File: src/rtl/rob_pkg.sv
package rob_pkg;
  typedef enum logic [1:0] {
    HEAD_WAIT,
    HEAD_COMMIT,
    HEAD_FREE,
    HEAD_FAULT
  } head_act_e;
endpackage

File: src/rtl/rob_ptrs.sv
module rob_ptrs #(
  parameter int DEPTH = 8,
  parameter int IDX_W = $clog2(DEPTH),
  parameter int CNT_W = IDX_W + 1
) (
  input  logic             clk_i,
  input  logic             rst_ni,
  input  logic             issue_fire_i,
  input  logic             retire_fire_i,
  input  logic             flush_i,
  output logic [IDX_W-1:0] head_o,
  output logic [IDX_W-1:0] tail_o,
  output logic [CNT_W-1:0] count_o
);
  always_ff @(posedge clk_i or negedge rst_ni) begin
    if (!rst_ni) begin
      head_o  <= '0;
      tail_o  <= '0;
      count_o <= '0;
    end else if (flush_i) begin
      // rewind allocation to the faulting slot
      tail_o  <= head_o;
      count_o <= '0;
    end else begin
      if (retire_fire_i) head_o <= head_o + 1'b1;
      if (issue_fire_i)  tail_o <= tail_o + 1'b1;
      count_o <= count_o + CNT_W'(issue_fire_i) - CNT_W'(retire_fire_i);
    end
  end
endmodule

File: src/rtl/rob_slots.sv
module rob_slots #(
  parameter int DEPTH  = 8,
  parameter int REG_W  = 4,
  parameter int DATA_W = 32,
  parameter int N_WR   = 2,
  parameter int IDX_W  = $clog2(DEPTH)
) (
  input  logic                   clk_i,
  input  logic                   rst_ni,
  input  logic                   flush_i,
  input  logic                   issue_fire_i,
  input  logic [IDX_W-1:0]       tail_i,
  input  logic [REG_W-1:0]       issue_dst_i,
  input  logic                   issue_wanted_i,
  input  logic                   issue_exc_i,
  input  logic                   retire_fire_i,
  input  logic [IDX_W-1:0]       head_i,
  input  logic [N_WR-1:0]        cmp_valid_i,
  input  logic [N_WR*IDX_W-1:0]  cmp_idx_i,
  input  logic [N_WR*DATA_W-1:0] cmp_data_i,
  input  logic [N_WR-1:0]        cmp_abort_i,
  output logic [DEPTH-1:0]       alloc_o,
  output logic [DEPTH-1:0]       filled_o,
  output logic [DEPTH-1:0]       exc_o,
  output logic [DEPTH-1:0]       wanted_o,
  output logic [DEPTH-1:0]       vis_o,
  output logic [REG_W-1:0]       dst_o  [DEPTH],
  output logic [DATA_W-1:0]      data_o [DEPTH]
);
  for (genvar s = 0; s < DEPTH; s++) begin : g_slot
    logic              alloc_q, filled_q, exc_q, wanted_q, vis_q;
    logic [REG_W-1:0]  dst_q;
    logic [DATA_W-1:0] data_q;
    logic              wr_hit, wr_abort;
    logic [DATA_W-1:0] wr_data;

    always_comb begin
      wr_hit   = 1'b0;
      wr_abort = 1'b0;
      wr_data  = '0;
      for (int p = 0; p < N_WR; p++) begin
        if (cmp_valid_i[p] && cmp_idx_i[p*IDX_W +: IDX_W] == IDX_W'(s)) begin
          wr_hit   = 1'b1;
          wr_abort = cmp_abort_i[p];
          wr_data  = cmp_data_i[p*DATA_W +: DATA_W];
        end
      end
    end

    always_ff @(posedge clk_i or negedge rst_ni) begin
      if (!rst_ni) begin
        alloc_q  <= 1'b0;
        filled_q <= 1'b0;
        exc_q    <= 1'b0;
        wanted_q <= 1'b0;
        vis_q    <= 1'b0;
        dst_q    <= '0;
        data_q   <= '0;
      end else if (flush_i) begin
        if (alloc_q) begin
          alloc_q  <= 1'b0;
          filled_q <= 1'b0;
          vis_q    <= 1'b0;
        end
      end else begin
        if (retire_fire_i && head_i == IDX_W'(s)) begin
          // free the slot, data stays for forwarding
          alloc_q <= 1'b0;
          vis_q   <= wanted_q;
        end
        if (wr_hit && alloc_q) begin
          filled_q <= 1'b1;
          data_q   <= wr_data;
          exc_q    <= exc_q | wr_abort;
        end
        if (issue_fire_i && tail_i == IDX_W'(s)) begin
          alloc_q  <= 1'b1;
          filled_q <= issue_exc_i;
          exc_q    <= issue_exc_i;
          wanted_q <= issue_wanted_i;
          vis_q    <= 1'b0;
          dst_q    <= issue_dst_i;
        end
      end
    end

    assign alloc_o[s]  = alloc_q;
    assign filled_o[s] = filled_q;
    assign exc_o[s]    = exc_q;
    assign wanted_o[s] = wanted_q;
    assign vis_o[s]    = vis_q;
    assign dst_o[s]    = dst_q;
    assign data_o[s]   = data_q;
  end
endmodule

File: src/rtl/rob_fwd.sv
module rob_fwd #(
  parameter int DEPTH  = 8,
  parameter int REG_W  = 4,
  parameter int DATA_W = 32,
  parameter int IDX_W  = $clog2(DEPTH)
) (
  input  logic [IDX_W-1:0]  tail_i,
  input  logic [REG_W-1:0]  reg_i,
  input  logic [DEPTH-1:0]  alloc_i,
  input  logic [DEPTH-1:0]  vis_i,
  input  logic [DEPTH-1:0]  filled_i,
  input  logic [DEPTH-1:0]  exc_i,
  input  logic [REG_W-1:0]  dst_i  [DEPTH],
  input  logic [DATA_W-1:0] data_i [DEPTH],
  output logic              hit_o,
  output logic              stall_o,
  output logic [DATA_W-1:0] data_o
);
  // walk from newest allocation back through retired slots
  always_comb begin
    logic             found;
    logic [IDX_W-1:0] s;
    found   = 1'b0;
    hit_o   = 1'b0;
    stall_o = 1'b0;
    data_o  = '0;
    s       = '0;
    for (int k = 1; k <= DEPTH; k++) begin
      s = tail_i - IDX_W'(k);
      if (!found && (alloc_i[s] || vis_i[s]) && dst_i[s] == reg_i) begin
        found = 1'b1;
        if (filled_i[s] && !exc_i[s]) begin
          hit_o  = 1'b1;
          data_o = data_i[s];
        end else begin
          stall_o = 1'b1;
        end
      end
    end
  end
endmodule

File: src/rtl/rob_core.sv
module rob_core #(
  parameter int DEPTH  = 8,
  parameter int REG_W  = 4,
  parameter int DATA_W = 32,
  parameter int N_WR   = 2,
  parameter int IDX_W  = $clog2(DEPTH)
) (
  input  logic                   clk_i,
  input  logic                   rst_ni,
  input  logic                   issue_valid_i,
  input  logic [REG_W-1:0]       issue_dst_i,
  input  logic                   issue_wanted_i,
  input  logic                   issue_exc_i,
  output logic                   issue_ready_o,
  output logic [IDX_W-1:0]       issue_idx_o,
  input  logic [N_WR-1:0]        cmp_valid_i,
  input  logic [N_WR*IDX_W-1:0]  cmp_idx_i,
  input  logic [N_WR*DATA_W-1:0] cmp_data_i,
  input  logic [N_WR-1:0]        cmp_abort_i,
  output logic                   ret_valid_o,
  output logic [REG_W-1:0]       ret_dst_o,
  output logic [DATA_W-1:0]      ret_data_o,
  output logic                   exc_valid_o,
  output logic [IDX_W-1:0]       exc_idx_o,
  input  logic [REG_W-1:0]       fwd_reg_i,
  output logic                   fwd_hit_o,
  output logic                   fwd_stall_o,
  output logic [DATA_W-1:0]      fwd_data_o,
  output logic                   wr_err_o
);
  import rob_pkg::*;
  localparam int CNT_W = IDX_W + 1;

  logic [IDX_W-1:0]  head, tail;
  logic [CNT_W-1:0]  count;
  logic [DEPTH-1:0]  alloc, filled, exc, wanted, vis;
  logic [REG_W-1:0]  dst  [DEPTH];
  logic [DATA_W-1:0] data [DEPTH];
  head_act_e         head_act;
  logic              issue_fire, retire_fire, flush;

  always_comb begin
    head_act = HEAD_WAIT;
    if (alloc[head] && filled[head]) begin
      if (exc[head])         head_act = HEAD_FAULT;
      else if (wanted[head]) head_act = HEAD_COMMIT;
      else                   head_act = HEAD_FREE;
    end
  end

  assign flush         = (head_act == HEAD_FAULT);
  assign retire_fire   = (head_act == HEAD_COMMIT) || (head_act == HEAD_FREE);
  assign issue_ready_o = (count != CNT_W'(DEPTH)) && !flush;
  assign issue_fire    = issue_valid_i && issue_ready_o;
  assign issue_idx_o   = tail;
  assign ret_valid_o   = (head_act == HEAD_COMMIT);
  assign ret_dst_o     = dst[head];
  assign ret_data_o    = data[head];
  assign exc_valid_o   = flush;
  assign exc_idx_o     = head;

  always_comb begin
    wr_err_o = 1'b0;
    for (int p = 0; p < N_WR; p++)
      if (cmp_valid_i[p] && !alloc[cmp_idx_i[p*IDX_W +: IDX_W]]) wr_err_o = 1'b1;
  end

  rob_ptrs #(.DEPTH(DEPTH), .IDX_W(IDX_W), .CNT_W(CNT_W)) u_ptrs (
    .clk_i, .rst_ni,
    .issue_fire_i (issue_fire),
    .retire_fire_i(retire_fire),
    .flush_i      (flush),
    .head_o       (head),
    .tail_o       (tail),
    .count_o      (count)
  );

  rob_slots #(.DEPTH(DEPTH), .REG_W(REG_W), .DATA_W(DATA_W), .N_WR(N_WR), .IDX_W(IDX_W)) u_slots (
    .clk_i, .rst_ni,
    .flush_i       (flush),
    .issue_fire_i  (issue_fire),
    .tail_i        (tail),
    .issue_dst_i   (issue_dst_i),
    .issue_wanted_i(issue_wanted_i),
    .issue_exc_i   (issue_exc_i),
    .retire_fire_i (retire_fire),
    .head_i        (head),
    .cmp_valid_i   (cmp_valid_i),
    .cmp_idx_i     (cmp_idx_i),
    .cmp_data_i    (cmp_data_i),
    .cmp_abort_i   (cmp_abort_i),
    .alloc_o       (alloc),
    .filled_o      (filled),
    .exc_o         (exc),
    .wanted_o      (wanted),
    .vis_o         (vis),
    .dst_o         (dst),
    .data_o        (data)
  );

  rob_fwd #(.DEPTH(DEPTH), .REG_W(REG_W), .DATA_W(DATA_W), .IDX_W(IDX_W)) u_fwd (
    .tail_i  (tail),
    .reg_i   (fwd_reg_i),
    .alloc_i (alloc),
    .vis_i   (vis),
    .filled_i(filled),
    .exc_i   (exc),
    .dst_i   (dst),
    .data_i  (data),
    .hit_o   (fwd_hit_o),
    .stall_o (fwd_stall_o),
    .data_o  (fwd_data_o)
  );
endmodule

File: config.mk
export PLATFORM = sky130hd
export DESIGN_NAME = rob_core
export DESIGN_NICKNAME = d
export VERILOG_FILES = /design/src/rtl/rob_pkg.sv /design/src/rtl/rob_ptrs.sv /design/src/rtl/rob_slots.sv /design/src/rtl/rob_fwd.sv /design/src/rtl/rob_core.sv
export SDC_FILE = /design/constraint.sdc
export NUM_CORES = 2
export LEC_CHECK = 0
export BUFFER_PORTS_ARGS = -buffer_cell sky130_fd_sc_hd__buf_4
export CAP_MARGIN = 10
export CORE_UTILIZATION = 40
export CTS_BUF_LIST = sky130_fd_sc_hd__clkbuf_8
export DETAILED_ROUTE_END_ITERATION = 12
export PLACE_DENSITY = 0.59
export SYNTH_ARGS = -nofsm -noshare
export SYNTH_HDL_FRONTEND = slang
export SYNTH_HIERARCHICAL = 1
export SYNTH_SLANG_ARGS = --single-unit
File: constraint.sdc
create_clock -name clk_i -period 7.9 [get_ports clk_i]
set_clock_uncertainty 0.05 [all_clocks]
set_input_delay 0.79 -clock clk_i [delete_from_list [all_inputs] [get_ports clk_i]]
set_output_delay 0.79 -clock clk_i [all_outputs]
set_load 0.02 [all_outputs]
# After elaboration in Yosys (flattened, before gate mapping)
# Cells that the tools add are included.
[classes] muxes=337 n_eq_ne=48 bitwise=18 order_cmp=20 add_sub_neg=11 reduce_logical=165
[ops] cell="2-to-1 mux 32 bit" n=50
[ops] cell="binary-select mux 32 bit (select 3 bit)" n=9
[ops] cell="2-to-1 mux 1 bit" n=207
[ops] cell="binary-select mux 1 bit (select 3 bit)" n=38
[ops] cell="binary-select mux 4 bit (select 3 bit)" n=9
[ops] cell="AND reduction 2 bit" n=41
[ops] cell="2-to-1 mux 4 bit" n=19
[ops] cell="logical AND 1 bit" n=68
[ops] cell="== test 3 bit (second input constant)" n=16
[ops] cell="nonzero test 3 bit" n=16
[ops] cell="less-than comparator 3 x 4 -> 1 bit (second input constant)" n=11
[ops] cell=">= comparator 4 bit (second input constant)" n=9
[ops] cell="NOT 3 -> 4 bit" n=9
[ops] cell="== test 4 bit" n=8
[ops] cell="== test 3 x 2 -> 1 bit (second input constant)" n=8
[ops] cell="zero test 1 bit" n=18
[ops] cell="nonzero test 2 bit" n=9
[ops] cell="!= test 2 x 1 -> 1 bit (second input constant)" n=8
[ops] cell="== test 3 x 1 -> 1 bit (second input constant)" n=4
[ops] cell="zero test 3 bit" n=4
[ops] cell="subtractor 3 bit (second input constant)" n=4
[ops] cell="logical OR 1 bit" n=9
[ops] cell="OR 1 bit" n=8
[ops] cell="adder 3 x 1 -> 3 bit (second input constant)" n=2
[ops] cell="other kinds (10)" n=15
[totals] inputBits=87 ff_bits=338

# Longest topological paths before layout
[depth] word_depth=36 mapped_depth=17

# Hierarchy
# The synthesis kept the hierarchy.
[modules_own_cells] module="rob_slots" area_each_um2=15796.4 instances=1 seq_area_each_um2=8207.9 cells_per_inst=1518
[modules_own_cells] module="rob_fwd" area_each_um2=14477.6 instances=1 seq_area_each_um2=0.0 cells_per_inst=1730
[modules_own_cells] module="rob_core" area_each_um2=2536.2 instances=1 seq_area_each_um2=0.0 cells_per_inst=174
[modules_own_cells] module="rob_ptrs" area_each_um2=538.0 instances=1 seq_area_each_um2=250.2 cells_per_inst=48

# Worst setup path after synthesis
# No wires, ideal clock.
[synth_timing] path_kind="reg-to-output" startpoint="register u_ptrs.tail_o[1]" endpoint="output port fwd_data_o[27]" required_ns=7.060 stages_incl_launch_ff=18 slack_ns=3.451 t_arrival_ns=3.609 path_cell_list="dfrtp_1 -> buf_2 -> buf_2 -> inv_1 -> ha_1 -> buf_6 -> mux4_2 -> mux2i_1 -> xor2_1 -> nand3_1 -> or2_1 -> and4_4 -> buf_6 -> and3_1 -> buf_2 -> buf_6 -> a22oi_1 -> nand2_1"
[synth_between] elab_chain_len=36 elab_cells_between_ends=204 cone_classes="add/sub (7); eq/ne (8); mux (135); bitwise (8); reduce/logical (46)"
[synth_rtl] item="start: declaration" line="rob_ptrs.sv:12" text="output logic [IDX_W-1:0] tail_o,"
[synth_rtl] item="start signal: assignment" line="rob_ptrs.sv:22" text="tail_o <= head_o;"
[synth_rtl] item="start signal: assignment" line="rob_ptrs.sv:26" text="if (issue_fire_i) tail_o <= tail_o + 1'b1;"
[synth_rtl] item="subtractor 3 x 1 -> 3 bit" line="rob_fwd.sv:29" text="s = tail_i - IDX_W'(k);"
[synth_rtl] item="NOT 3 -> 4 bit (not written as such)" line="rob_fwd.sv:30, rob_fwd.sv:34"
[synth_rtl] item="binary-select mux 4 bit (select 3 bit)" line="rob_fwd.sv:30" text="if (!found && (alloc_i[s] || vis_i[s]) && dst_i[s] == reg_i) begin"
[synth_rtl] item="2-to-1 mux 4 bit (not written as such) (2 in series)" line="rob_fwd.sv:30"
[synth_rtl] item="== test 4 bit" line="rob_fwd.sv:30"
[synth_rtl] item="logical AND 1 bit" line="rob_fwd.sv:30"
[synth_rtl] item="2-to-1 mux 1 bit" line="rob_fwd.sv:30"
[synth_rtl] item="zero test 1 bit" line="rob_fwd.sv:30"
[synth_rtl] item="(+16 left out)"
[synth_rtl] item="logical AND 1 bit (2 in series)" line="rob_fwd.sv:30"
[synth_rtl] item="2-to-1 mux 1 bit" line="rob_fwd.sv:30"
[synth_rtl] item="zero test 1 bit" line="rob_fwd.sv:30"
[synth_rtl] item="logical AND 1 bit (2 in series)" line="rob_fwd.sv:30"
[synth_rtl] item="2-to-1 mux 1 bit" line="rob_fwd.sv:30"
[synth_rtl] item="zero test 1 bit" line="rob_fwd.sv:30"
[synth_rtl] item="logical AND 1 bit (2 in series)" line="rob_fwd.sv:30"
[synth_rtl] item="2-to-1 mux 32 bit (*)" line="rob_fwd.sv:30"
[synth_rtl] item="end: declaration" line="rob_core.sv:28" text="output logic [DATA_W-1:0] fwd_data_o,"
# Every way passes the cells marked *; elsewhere a longest branch is shown, timed or not. The select of a mux whose other input is x is not followed.

# Worst setup path after layout
[layout_timing] startpoint="register u_ptrs.tail_o[0]" endpoint="output port fwd_data_o[29]"
# The elaborated chain is that of the path after synthesis.

==> run metrics <==
status completed; most frequent CP cell buf_4; fin nets 3423; ys flop type dfrtp_1; met2 wire len 55600 um; chip height 291 um; Syn. warnings 6; Period minus WS final 7430 ps; core area 0.0822 sq mm; vias per cell 6.50; initial antenna violation count 7; top routing layer in use met4; CTS tree yes; Slew @ Worst Pin 1230 ps; cell-by-cell trace of the critical path inv_1, ha_4, buf_4, o221ai_1, o21ai_0, or2_2, nand4_4, nor2_2, o21ai_1, nand3_1, buf_4; setup_tns 0 ps; CP arrival 6590 ps; wl on met1 49800 um; WS Path Type flop to output pin; Clk pwr share 38.2%; Total GRT Usage 27.6%; Lkg Pwr 15.5 nW; Internal Power 3.40 mW; H-tree levels 3; Sinks on Clock Net 338; Worst setup SP type flop; RSZ-0062 raised after global routing false; Netlist Area Pre-Place 0.0333 sq mm; Max IR drop VDD 0.000100 V; Post-Syn Area per Cell 9.61 sq um; async set-reset flop share out of synthesis 100%; Max-slew headroom 17.7%; CTS Buffer Depth 3; Slew Limit Fails 0; Total Power 5.09 mW; Critical Path RT 7060 ps; number of synthesized flops with an enable pin 0; Iteration-0 DRC Markers 2832; die width 291 um; global-route wire length before repair 180000 um; crit-path max cell delay 860 ps; post-synthesis sequential area ratio 25.4%; Buf/Inv on CP 3; via count 28900; Layout Cells excl Fill 4451; placed cell areas 0.0345 sq mm; std cell rows 105; First-pass DRT Iterations 8; count of final setup violators 0; sw power 1.69 mW; global route overflow 0; Critical Path Slowest Stage Cell dfrtp_4; critical path endpoint category output pin; Yosys reg bits 338; Worst-Skew Late Latency 700 ps; CTS buffer count 68; switch share 33.2%; Routed Antenna Nets 0; combinational share of power 20.6%; routed wire length 119000 um; top cell family by delay on the critical path simple AND/OR/NAND/NOR gates; Mapped Cells 3470; fin area 0.0359 sq mm; Final period util 94.0%; Post-CTS Resized 0; DRC 0; Port Buffers 166; num ports 167; power density cells 142 mW/mm^2; DIE AREA 0.0845 sq mm; # hold bufs at CTS 0; setup repair bufs after CTS 0; Placed Cells incl. Taps 4325; clk slew on worst S/H paths 60 ps; vias in the first global route 27900; met3 wire length 9610 um; Hold Violations, Final 0; starting density of the core 40.5%; Clk Tree Root Cell clkbuf_8; Max-cap violations 0; layout cells sized above 1 24.8%; Hold Path Class primary input to asynchronous set/reset pin; Synth cell types 83; Max Clock Freq 135 MHz; Area growth, synth to finish 7.59%; routed len/inst 26.7 um; hpwl dp 73000 um; RePlAce Congestion 0.882; largest net degree at the start of global routing 158; Seq pwr share 41.2%; CP Max Fanout 98; Syn Nets 3568
## through the flow
stage	util, %	hold slack (ps)	setup WS (ps)
after floorplan	-	427	3450
after global placement	41.9	457	1400
after CTS	43.6	83.9	505
after detailed placement	41.9	460	1290
final	43.6	90.9	473
after global routing	43.6	138	199
## state kept, by name (all words and copies together), names as in the netlist
signal,flops
u_slots/g_slot.data_q,256
u_ptrs/count_o,4
u_ptrs/head_o,3
u_slots/g_slot.wanted_q,8
u_slots/g_slot.dst_q,32
u_ptrs/tail_o,3
u_slots/g_slot.vis_q,8
u_slots/g_slot.exc_q,8
u_slots/g_slot.filled_q,8
u_slots/g_slot.alloc_q,8
## layout make-up
| type | count | area [sq um] |
|---|---|---|
| multi-input combinational | 2669 | 22800 |
| sequential | 338 | 8480 |
| antenna | 5 | 12.5 |
| inverter | 18 | 70.1 |
| clock buffer | 81 | 1110 |
| clock inverter | 40 | 297 |
| fill | 7990 | 46400 |
| timing repair buffer | 230 | 1770 |
| tap | 1070 | 1340 |
## Yosys cell counts, drive strengths merged (29+ instances only)
cell type	count	area, sq um
dfrtp	338	8460
o21ai	277	1400
nor2	250	941
o211ai	41	308
xnor2	29	269
nand3	45	230
nor3	80	425
and2	35	219
mux2	214	2410
a211oi	75	568
nor2b	43	277
buf	226	1420
o22ai	34	213
nand2	288	1080
mux4	256	5820
mux2i	448	4480
o31a	35	307
a2111oi	64	561
clkbuf	219	833
a41oi	33	289
a21oi	240	1200
## cell usage in the layout (no fill, tap or decap), drive strengths merged, types with 75 or more instances in the layout
| cell | synthesis | layout |
|---|---|---|
| mux2 | 214 | 214 |
| a211oi | 75 | 75 |
| o21ai | 277 | 277 |
| a21oi | 240 | 240 |
| nor3 | 80 | 80 |
| mux2i | 448 | 448 |
| clkbuf | 219 | 81 |
| mux4 | 256 | 256 |
| nor2 | 250 | 250 |
| dfrtp | 338 | 338 |
| buf | 226 | 230 |
| nand2 | 288 | 288 |
## per-layer routing
layer | vias to the layer above | track usage, %
li1 | 12900 | -
met2 | 1356 | 44.4
met5 | - | 0
met1 | 14500 | 37.2
met4 | 0 | 9.86
met3 | 244 | 4.80
## cells by family (layout without fill, tap and decap cells)
kind of cell / after synthesis / after routing / share of synthesized area, %
multiplexers: 918 / 918 / 38.1
flip-flops: 338 / 338 / 25.4
XOR/XNOR: 45 / 45 / 1.27
AND/OR/NAND/NOR: 836 / 836 / 11.8
AO/OA/AOI/OAI: 859 / 859 / 16.0
other: 0 / 5 / 0
buffers and inverters: 463 / 369 / 6.95
adder cells (fa/ha/maj): 11 / 11 / 0.435
## power groups by stage
stage          clock [mW]  sequential, mW  combinational (mW)
3_5_place_dp            0            2.12                1.03
6_report             1.94            2.10                1.05
5_1_grt              2.06            2.12                1.14
2_1_floorplan           0            2.03               0.748
4_1_cts              1.99            2.09                1.04
3_3_place_gp            0            2.11                1.02
## final timing paths
check	startpoint	endpoint	slack [ps]	cells after the start
max	u_ptrs/tail_o[0]$_DFFE_PN0P_	fwd_data_o[29]	470	11
min	rst_ni	u_ptrs/count_o[2]$_DFF_PN0_	90	1
max reg2reg	u_ptrs/head_o[0]$_DFFE_PN0P_	u_slots/g_slot[5].data_q[20]$_DFFE_PN0P_	2650	12
min reg2reg	u_slots/g_slot[0].exc_q$_DFFE_PN0P_	u_slots/g_slot[0].exc_q$_DFFE_PN0P_	490	1
max in group asynchronous	rst_ni	u_slots/g_slot[7].data_q[27]$_DFFE_PN0P_	6270	2
min in group clk_i	issue_dst_i[1]	u_slots/g_slot[0].dst_q[1]$_DFFE_PN0P_	340	2
(Power assumes the default switching activity.)
